`src/rtl/opx_pkg.sv`:
```
`timescale 1ns/1ps
package opx_pkg;
    localparam int DATA_W = 8;
    localparam int CODE_W = 6;
    localparam int SEL_W  = 2;

    typedef struct packed {
        logic              ext;
        logic              pfx;
        logic [SEL_W-1:0]  sel;
        logic [DATA_W-1:0] sub;
        logic [CODE_W-1:0] code;
    } opx_dec_t;

    typedef struct packed {
        logic [SEL_W-1:0]  pend;
        logic [SEL_W-1:0]  act;
        logic              vld;
        logic [CODE_W-1:0] code;
    } opx_state_t;
endpackage

```
`src/rtl/opx_decode.sv`:
```
`timescale 1ns/1ps
module opx_decode
    import opx_pkg::*;
(
    input  logic [DATA_W-1:0] op,
    output opx_dec_t          dec
);
    localparam logic [3:0] NIB_PAIR   = 4'h2;
    localparam logic [3:0] NIB_BANK   = 4'h3;
    localparam logic [3:0] NIB_ZNOP   = 4'h4;
    localparam logic [3:0] NIB_FAR    = 4'hB;
    localparam logic [3:0] NIB_JUMP   = 4'hC;

    logic [3:0] hi;
    logic [3:0] lo;

    assign hi = op[7:4];
    assign lo = op[3:0];

    always_comb begin
        dec      = '0;
        dec.sub  = op;
        case (lo)
            NIB_PAIR: begin
                if (!hi[0] && hi != 4'hA) begin
                    dec.ext  = 1'b1;
                    dec.code = CODE_W'(32 + int'(hi[3:1]));
                end
            end
            NIB_BANK: begin
                if (hi <= 4'h2) begin
                    dec.pfx = 1'b1;
                    dec.sel = SEL_W'(hi) + SEL_W'(1);
                end else begin
                    dec.ext  = 1'b1;
                    dec.code = CODE_W'(hi);
                end
            end
            NIB_ZNOP: begin
                case (hi)
                    4'h4: begin dec.ext = 1'b1; dec.code = CODE_W'(40); dec.sub = 8'hEA; end
                    4'h5: begin dec.ext = 1'b1; dec.code = CODE_W'(41); dec.sub = 8'hEA; end
                    4'hD: begin dec.ext = 1'b1; dec.code = CODE_W'(42); dec.sub = 8'hEA; end
                    4'hF: begin dec.ext = 1'b1; dec.code = CODE_W'(43); dec.sub = 8'hEA; end
                    default: ;
                endcase
            end
            NIB_FAR: begin
                if (hi != 4'hC && hi != 4'hD) begin
                    dec.ext  = 1'b1;
                    dec.code = CODE_W'(16 + int'(hi));
                    case (hi)
                        4'h0:    dec.sub = 8'hAD;
                        4'h1:    dec.sub = 8'hB1;
                        4'h2:    dec.sub = 8'hB9;
                        4'h3:    dec.sub = 8'h8D;
                        4'h4:    dec.sub = 8'h91;
                        4'h5:    dec.sub = 8'h99;
                        default: dec.sub = 8'h02;
                    endcase
                end
            end
            NIB_JUMP: begin
                case (hi)
                    4'h5: begin dec.ext = 1'b1; dec.code = CODE_W'(44); dec.sub = 8'h4C; end
                    4'hD: begin dec.ext = 1'b1; dec.code = CODE_W'(45); dec.sub = 8'h20; end
                    4'hF: begin dec.ext = 1'b1; dec.code = CODE_W'(46); dec.sub = 8'h60; end
                    default: ;
                endcase
            end
            default: ;
        endcase
    end
endmodule

```
`src/rtl/opx_track.sv`:
```
`timescale 1ns/1ps
module opx_track
    import opx_pkg::*;
(
    input  logic       clk,
    input  logic       rst_n,
    input  logic       fetch,
    input  opx_dec_t   dec,
    output opx_state_t st_q
);
    opx_state_t st_d;

    always_comb begin
        st_d      = st_q;
        st_d.vld  = 1'b0;
        st_d.code = '0;
        if (fetch) begin
            if (dec.pfx) begin
                st_d.pend = dec.sel;
            end else begin
                st_d.act  = st_q.pend;
                st_d.pend = '0;
                st_d.vld  = dec.ext;
                st_d.code = dec.ext ? dec.code : '0;
            end
        end
    end

    always_ff @(posedge clk or negedge rst_n) begin
        if (!rst_n) st_q <= '0;
        else        st_q <= st_d;
    end
endmodule

```
`src/rtl/opcode_subst_unit.sv`:
```
`timescale 1ns/1ps
module opcode_subst_unit
    import opx_pkg::*;
(
    input  logic              clk,
    input  logic              rst_n,
    input  logic              opfetch,
    input  logic [DATA_W-1:0] mem_data,
    output logic [DATA_W-1:0] cpu_data,
    output logic              ext_valid,
    output logic [CODE_W-1:0] ext_code,
    output logic [SEL_W-1:0]  far_sel
);
    opx_dec_t   dec;
    opx_state_t st_q;

    opx_decode i_decode (
        .op  (mem_data),
        .dec (dec)
    );

    opx_track i_track (
        .clk   (clk),
        .rst_n (rst_n),
        .fetch (opfetch),
        .dec   (dec),
        .st_q  (st_q)
    );

    assign cpu_data  = opfetch ? dec.sub : mem_data;
    assign ext_valid = st_q.vld;
    assign ext_code  = st_q.code;
    assign far_sel   = st_q.act;
endmodule

```
`config.mk`:
```
export PLATFORM = sky130hd
export DESIGN_NAME = opcode_subst_unit
export DESIGN_NICKNAME = d
export VERILOG_FILES = /design/src/rtl/opx_pkg.sv /design/src/rtl/opx_decode.sv /design/src/rtl/opx_track.sv /design/src/rtl/opcode_subst_unit.sv
export SDC_FILE = /design/constraint.sdc
export NUM_CORES = 1
export LEC_CHECK = 0
export BUFFER_PORTS_ARGS = -buffer_cell sky130_fd_sc_hd__buf_2
export CAP_MARGIN = 20
export CORE_MARGIN = 10
export CORE_UTILIZATION = 40
export DETAILED_ROUTE_END_ITERATION = 8
export PLACE_DENSITY = 0.69
export SLEW_MARGIN = 20
export SYNTH_ARGS = -nofsm -noshare
export SYNTH_HDL_FRONTEND = slang
export SYNTH_HIERARCHICAL = 1
export SYNTH_SLANG_ARGS = --single-unit
```
`constraint.sdc`:
```
create_clock -name clk -period 4.9 [get_ports clk]
set_clock_uncertainty 0.05 [all_clocks]
set_input_delay 0.49 -clock clk [delete_from_list [all_inputs] [get_ports clk]]
set_output_delay 0.49 -clock clk [all_outputs]
set_load 0.05 [all_outputs]
```
# --- After elaboration in Yosys (flattened, before gate mapping) ---
# Cells that the tools add are included.
classes:
  bitwise: 1
  n_eq_ne: 15
  magnitude_cmp: 1
  n_mux: 21
  reduce_logical: 7
  addsub: 3
op_table:
  columns: ["cell", "count"]
  rows:
  - ["14-bit one-hot mux with 4 select lines", 1]
  - ["8-bit one-hot mux with 6 select lines", 1]
  - ["14-bit one-hot mux with 3 select lines", 1]
  - ["6-bit one-hot mux with 5 select lines", 1]
  - ["8-bit one-hot mux with 3 select lines", 1]
  - ["4-bit by 2-bit equality test with 1-bit output (second input constant)", 4]
  - ["4-bit equality test (second input constant)", 4]
  - ["14-bit 2-to-1 mux", 1]
  - ["7-bit 2-to-1 mux", 2]
  - ["4-bit by 3-bit equality test with 1-bit output (second input constant)", 3]
  - ["6-bit 2-to-1 mux", 2]
  - ["4-bit inequality test (second input constant)", 3]
  - ["8-bit 2-to-1 mux", 1]
  - ["5-bit by 4-bit adder with 6-bit output (first input constant)", 1]
  - ["6-bit by 3-bit adder with 6-bit output (first input constant)", 1]
  - ["3-bit 2-to-1 mux", 2]
  - ["1-bit 2-to-1 mux", 5]
  - ["1-bit one-hot mux with 5 select lines", 1]
  - ["4-bit by 1-bit equality test with 1-bit output (second input constant)", 1]
  - ["4-bit by 2-bit less-or-equal comparator with 1-bit output (second input constant)", 1]
  - ["4-bit logical NOT", 1]
  - ["4-bit 2-to-1 mux", 1]
  - ["4-bit OR reduction", 1]
  - ["3-bit OR reduction", 1]
  - ["other kinds (6)", 7]
word_totals:
  reg_bits: 11

# --- Logic depth before layout (Yosys ltp) ---
logic_depth:
  word_depth: 7
  mapped_depth: 10

# --- By module ---
# The synthesis kept the hierarchy.
by_module_without_submodules:
  columns: ["module", "cells_each", "instances", "area_per_inst_um2", "seq_area_each_um2"]
  rows:
  - ["opx_decode", 108, 1, 700.7, 0.0]
  - ["opx_track", 28, 1, 385.4, 275.3]
  - ["opcode_subst_unit", 9, 1, 131.4, 0.0]

# --- Worst setup path after synthesis ---
# No wires, ideal clock.
synth_path:
  path_type: "input to output"
  from: "input mem_data[5]"
  to: "output cpu_data[2]"
  n_path_buf: 0
  t_arrival_ns: 1.883
  stages: 7
  slack_ns: 2.477
  required_ns: 4.360
  path_cell_list: "inv_1 > ha_1 > nand2b_2 > a211oi_4 > o21ai_1 > a22o_1 > mux2_4"
synth_rtl:
  columns: ["item", "line", "source"]
  rows:
  - ["from (decl)", "opcode_subst_unit.sv:8", "input logic [DATA_W-1:0] mem_data,"]
  - ["to (decl)", "opcode_subst_unit.sv:9", "output logic [DATA_W-1:0] cpu_data,"]

==> flow_summary_export.csv <==
group,metric,value,unit
logic_synthesis,async_flop_share,100,%
clocking,worst_skew_pair.late_latency,0.25,ns
clocking,post_cts_resized,0,
grt,grt_pass1_vias,1046,
logic_synthesis,synth.avg_cell_area,8.40,sq um
sta,period_share,60.5,%
final_layout,top_register,"i_track/st_q",
worst_setup_path,crit_top_cell,"buf_2",
sta,slew_violations,0,
worst_setup_path,crit_required,4.36,ns
final_layout,final_nets,182,
worst_setup_path,critical_path_arrival,2.43,ns
final_layout,drive_gt1_share,32.5,%
placement,dp_hpwl,2.33,mm
worst_setup_path,path_buf_inv,3,
grt,track_usage,10.8,%
sta,finalSetupViolations,0,
die,initial_utilization,43.0,%
detailed_routing,via_per_inst,5.61,
clocking,clock_sinks,11,
logic_synthesis,synth_edf_count,0,
placement,gp_congestion,0.850,
clocking,clkSlewWorstSetupHoldPaths,0.07,ns
clocking,clk_path_buf_depth,2,
logic_synthesis,ys_seq_area_share,22.6,%
sta,worst_pin_slew,0.373,ns
run,drv_cap,0,
final_layout,fin_cells,197,
detailed_routing,initialDrtViolationCount,67,
final_layout,largest_reg_flops,11,
worst_setup_path,cpPeakStageDelay,0.40,ns
detailed_routing,postRouteWirelength,2.93,mm
logic_synthesis,yosysTopAreaCell,"dfrtp_1",
sta,rsz0062_at_grt,"no",
clocking,cts_setup_buffers,0,
worst_setup_path,crit_type,"primary input to output pin",
final_layout,syn_to_final_growth,11.5,%
outcome,status,"finished clean",
logic_synthesis,synth_cell_types,50,
worst_setup_path,cpLargestDelayFamily,"compound AO/OA/AOI/OAI gates",
clocking,cts_tree,"built",
grt,overflow,0,
die,ios,28,
placement,portBuffers,27,
clocking,cts-root-buf,"clkbuf_4",
die,die_area,5650,sq um
worst_setup_path,start_kind,"primary input",
worst_setup_path,endpoint_kind,"output pin",
hold_path,worst_hold_path_type,"primary input to asynchronous set/reset pin",
grt,grt_max_degree,23,
logic_synthesis,synth_ff_type,"dfrtp_1",
grt,grt_pass1_wl,4.93,mm
sta,setup_ws,1.93,ns
detailed_routing,drc,0,
die,rows,19,
power_and_ir_drop,power_density,184,nW/um^2
detailed_routing,ant_nets,0,
power_and_ir_drop,p_leak,0.656,nW
clocking,cts_hold_buf,0,
worst_setup_path,cp_max_fo,11,
placement,post-place-ws,1.93,ns
detailed_routing,wl_per_cell,14.9,um
clocking,cts.htree.levels,1,
logic_synthesis,yosysMostFrequentCell,"nor2_1",
clocking,numCtsBuffers,3,
die,core,2830,sq um
die,die_h,75.2,um
logic_synthesis,synth.top_cell.area_share,22.6,%
grt,antenna_found_initial,0,
logic_synthesis,synth_warnings,6,
final_layout,top_regs,"i_track/st_q x11",
logic_synthesis,syn_area,1220,sq um
logic_synthesis,synth_fp_nets,160,
final_layout,diodes,0,
worst_setup_path,worstPathCellList,"buf_2 -> inv_1 -> ha_1 -> a21oi_2 -> a211oi_4 -> o21ai_1 -> a22o_1 -> mux2_4 -> buf_2",
detailed_routing,vias,1105,
worst_setup_path,crit_slowest_cell,"ha_1",
sta,layout_min_cycle_time,2.97,ns
sta,whs,0.0272,ns
logic_synthesis,synthCells,145,
sta,hold_viol,0,
sta,setup_tns,0,ns
placement,dp_cells,193,
sta,slew_headroom,75.1,%
logic_synthesis,synthTopCellsByArea,"dfrtp_1 23%, mux2_4 9.9%, and2_1 5.1%",
detailed_routing,dr.pass1.iters,4,
logic_synthesis,synth_seq_cells,11,
final_layout,fin_util,48.0,%
die,dieWidth,75.2,um
sta,max_freq,337,MHz
power_and_ir_drop,ir_drop,0.0575,mV
logic_synthesis,synthTopCellsByCount,"12 x nor2_1, 11 x dfrtp_1, 10 x and2_1, 10 x nand2_1, 9 x o21ai_1",
==> layer usage <==
layer	global-route usage, %	wire length [um]	vias to the layer above
met4	3.09	27	0
met1	13.5	1230	503
met2	17.7	1490	39
li1	-	-	561
met3	3.02	187	2
met5	0	0	-
==> worst paths after layout <==
kind	startpoint	endpoint	slack, ns	cells past startpoint
worst max-delay path	mem_data[5]	cpu_data[2]	1.93	9
worst min-delay path	rst_n	i_track/st_q[0]	0.03	1
worst max register to register	i_track/st_q[10]	i_track/st_q[8]	4.09	1
worst min register to register	i_track/st_q[8]	i_track/st_q[8]	0.45	1
max in group asynchronous	rst_n	i_track/st_q[9]	4.57	1
min in group clk	i_track/st_q[8]	i_track/st_q[8]	0.45	1
==> power by group <==
part | internal, mW | switching (mW) | total [mW] | leakage, nW
Combinational | 0.0337 | 0.0660 | 0.0997 | 0.485
Sequential | 0.0913 | 0.000131 | 0.0915 | 0.153
Clock | 0.0301 | 0.0282 | 0.0583 | 0.0177
Total | 0.155 | 0.0943 | 0.249 | 0.656
==> cell usage in the layout (no fill, tap or decap), types with 3 or more instances in the layout <==
cell type	synthesis	layout
and2_1	10	10
dfrtp_1	11	11
nor2_1	12	12
nand2b_1	3	3
nor3_1	3	3
clkbuf_4	0	3
o21ai_1	9	9
ha_1	4	4
buf_2	7	27
nand3_1	7	7
mux2_4	8	8
a21oi_1	5	5
o21ai_0	4	4
inv_1	6	6
a22o_1	3	3
nand2_1	10	10
==> through the flow <==
step           instance area (sq um)  power [mW]
3_3_place_gp                    1330       0.193
2_1_floorplan                   1220       0.171
5_1_grt                         1360       0.266
3_5_place_dp                    1330       0.193
6_report                        1360       0.249
4_1_cts                         1360       0.253
==> logic make-up (layout without fill, tap and decap cells) <==
logic type / count (synthesis) / count (layout) / synth area share [%]
buffers and inverters: 18 / 39 / 7.50
DFF: 11 / 11 / 22.6
adders and majority gates: 4 / 4 / 4.11
AOI/OAI and AO/OA: 42 / 42 / 24.9
and+or+nand+nor: 60 / 60 / 29.2
muxes: 10 / 10 / 11.7
==> layout make-up <==
| cell class | instances | area (sq um) |
|---|---|---|
| Inverter | 8 | 30.0 |
| Clock inverter | 1 | 5.00 |
| Sequential cell | 11 | 275 |
| Fill cell | 292 | 1470 |
| Timing Repair Buffer | 27 | 135 |
| Clock buffer | 3 | 22.5 |
| Multi-Input combinational cell | 116 | 851 |
| Tap cell | 31 | 38.8 |
(Power assumes the default switching activity.)
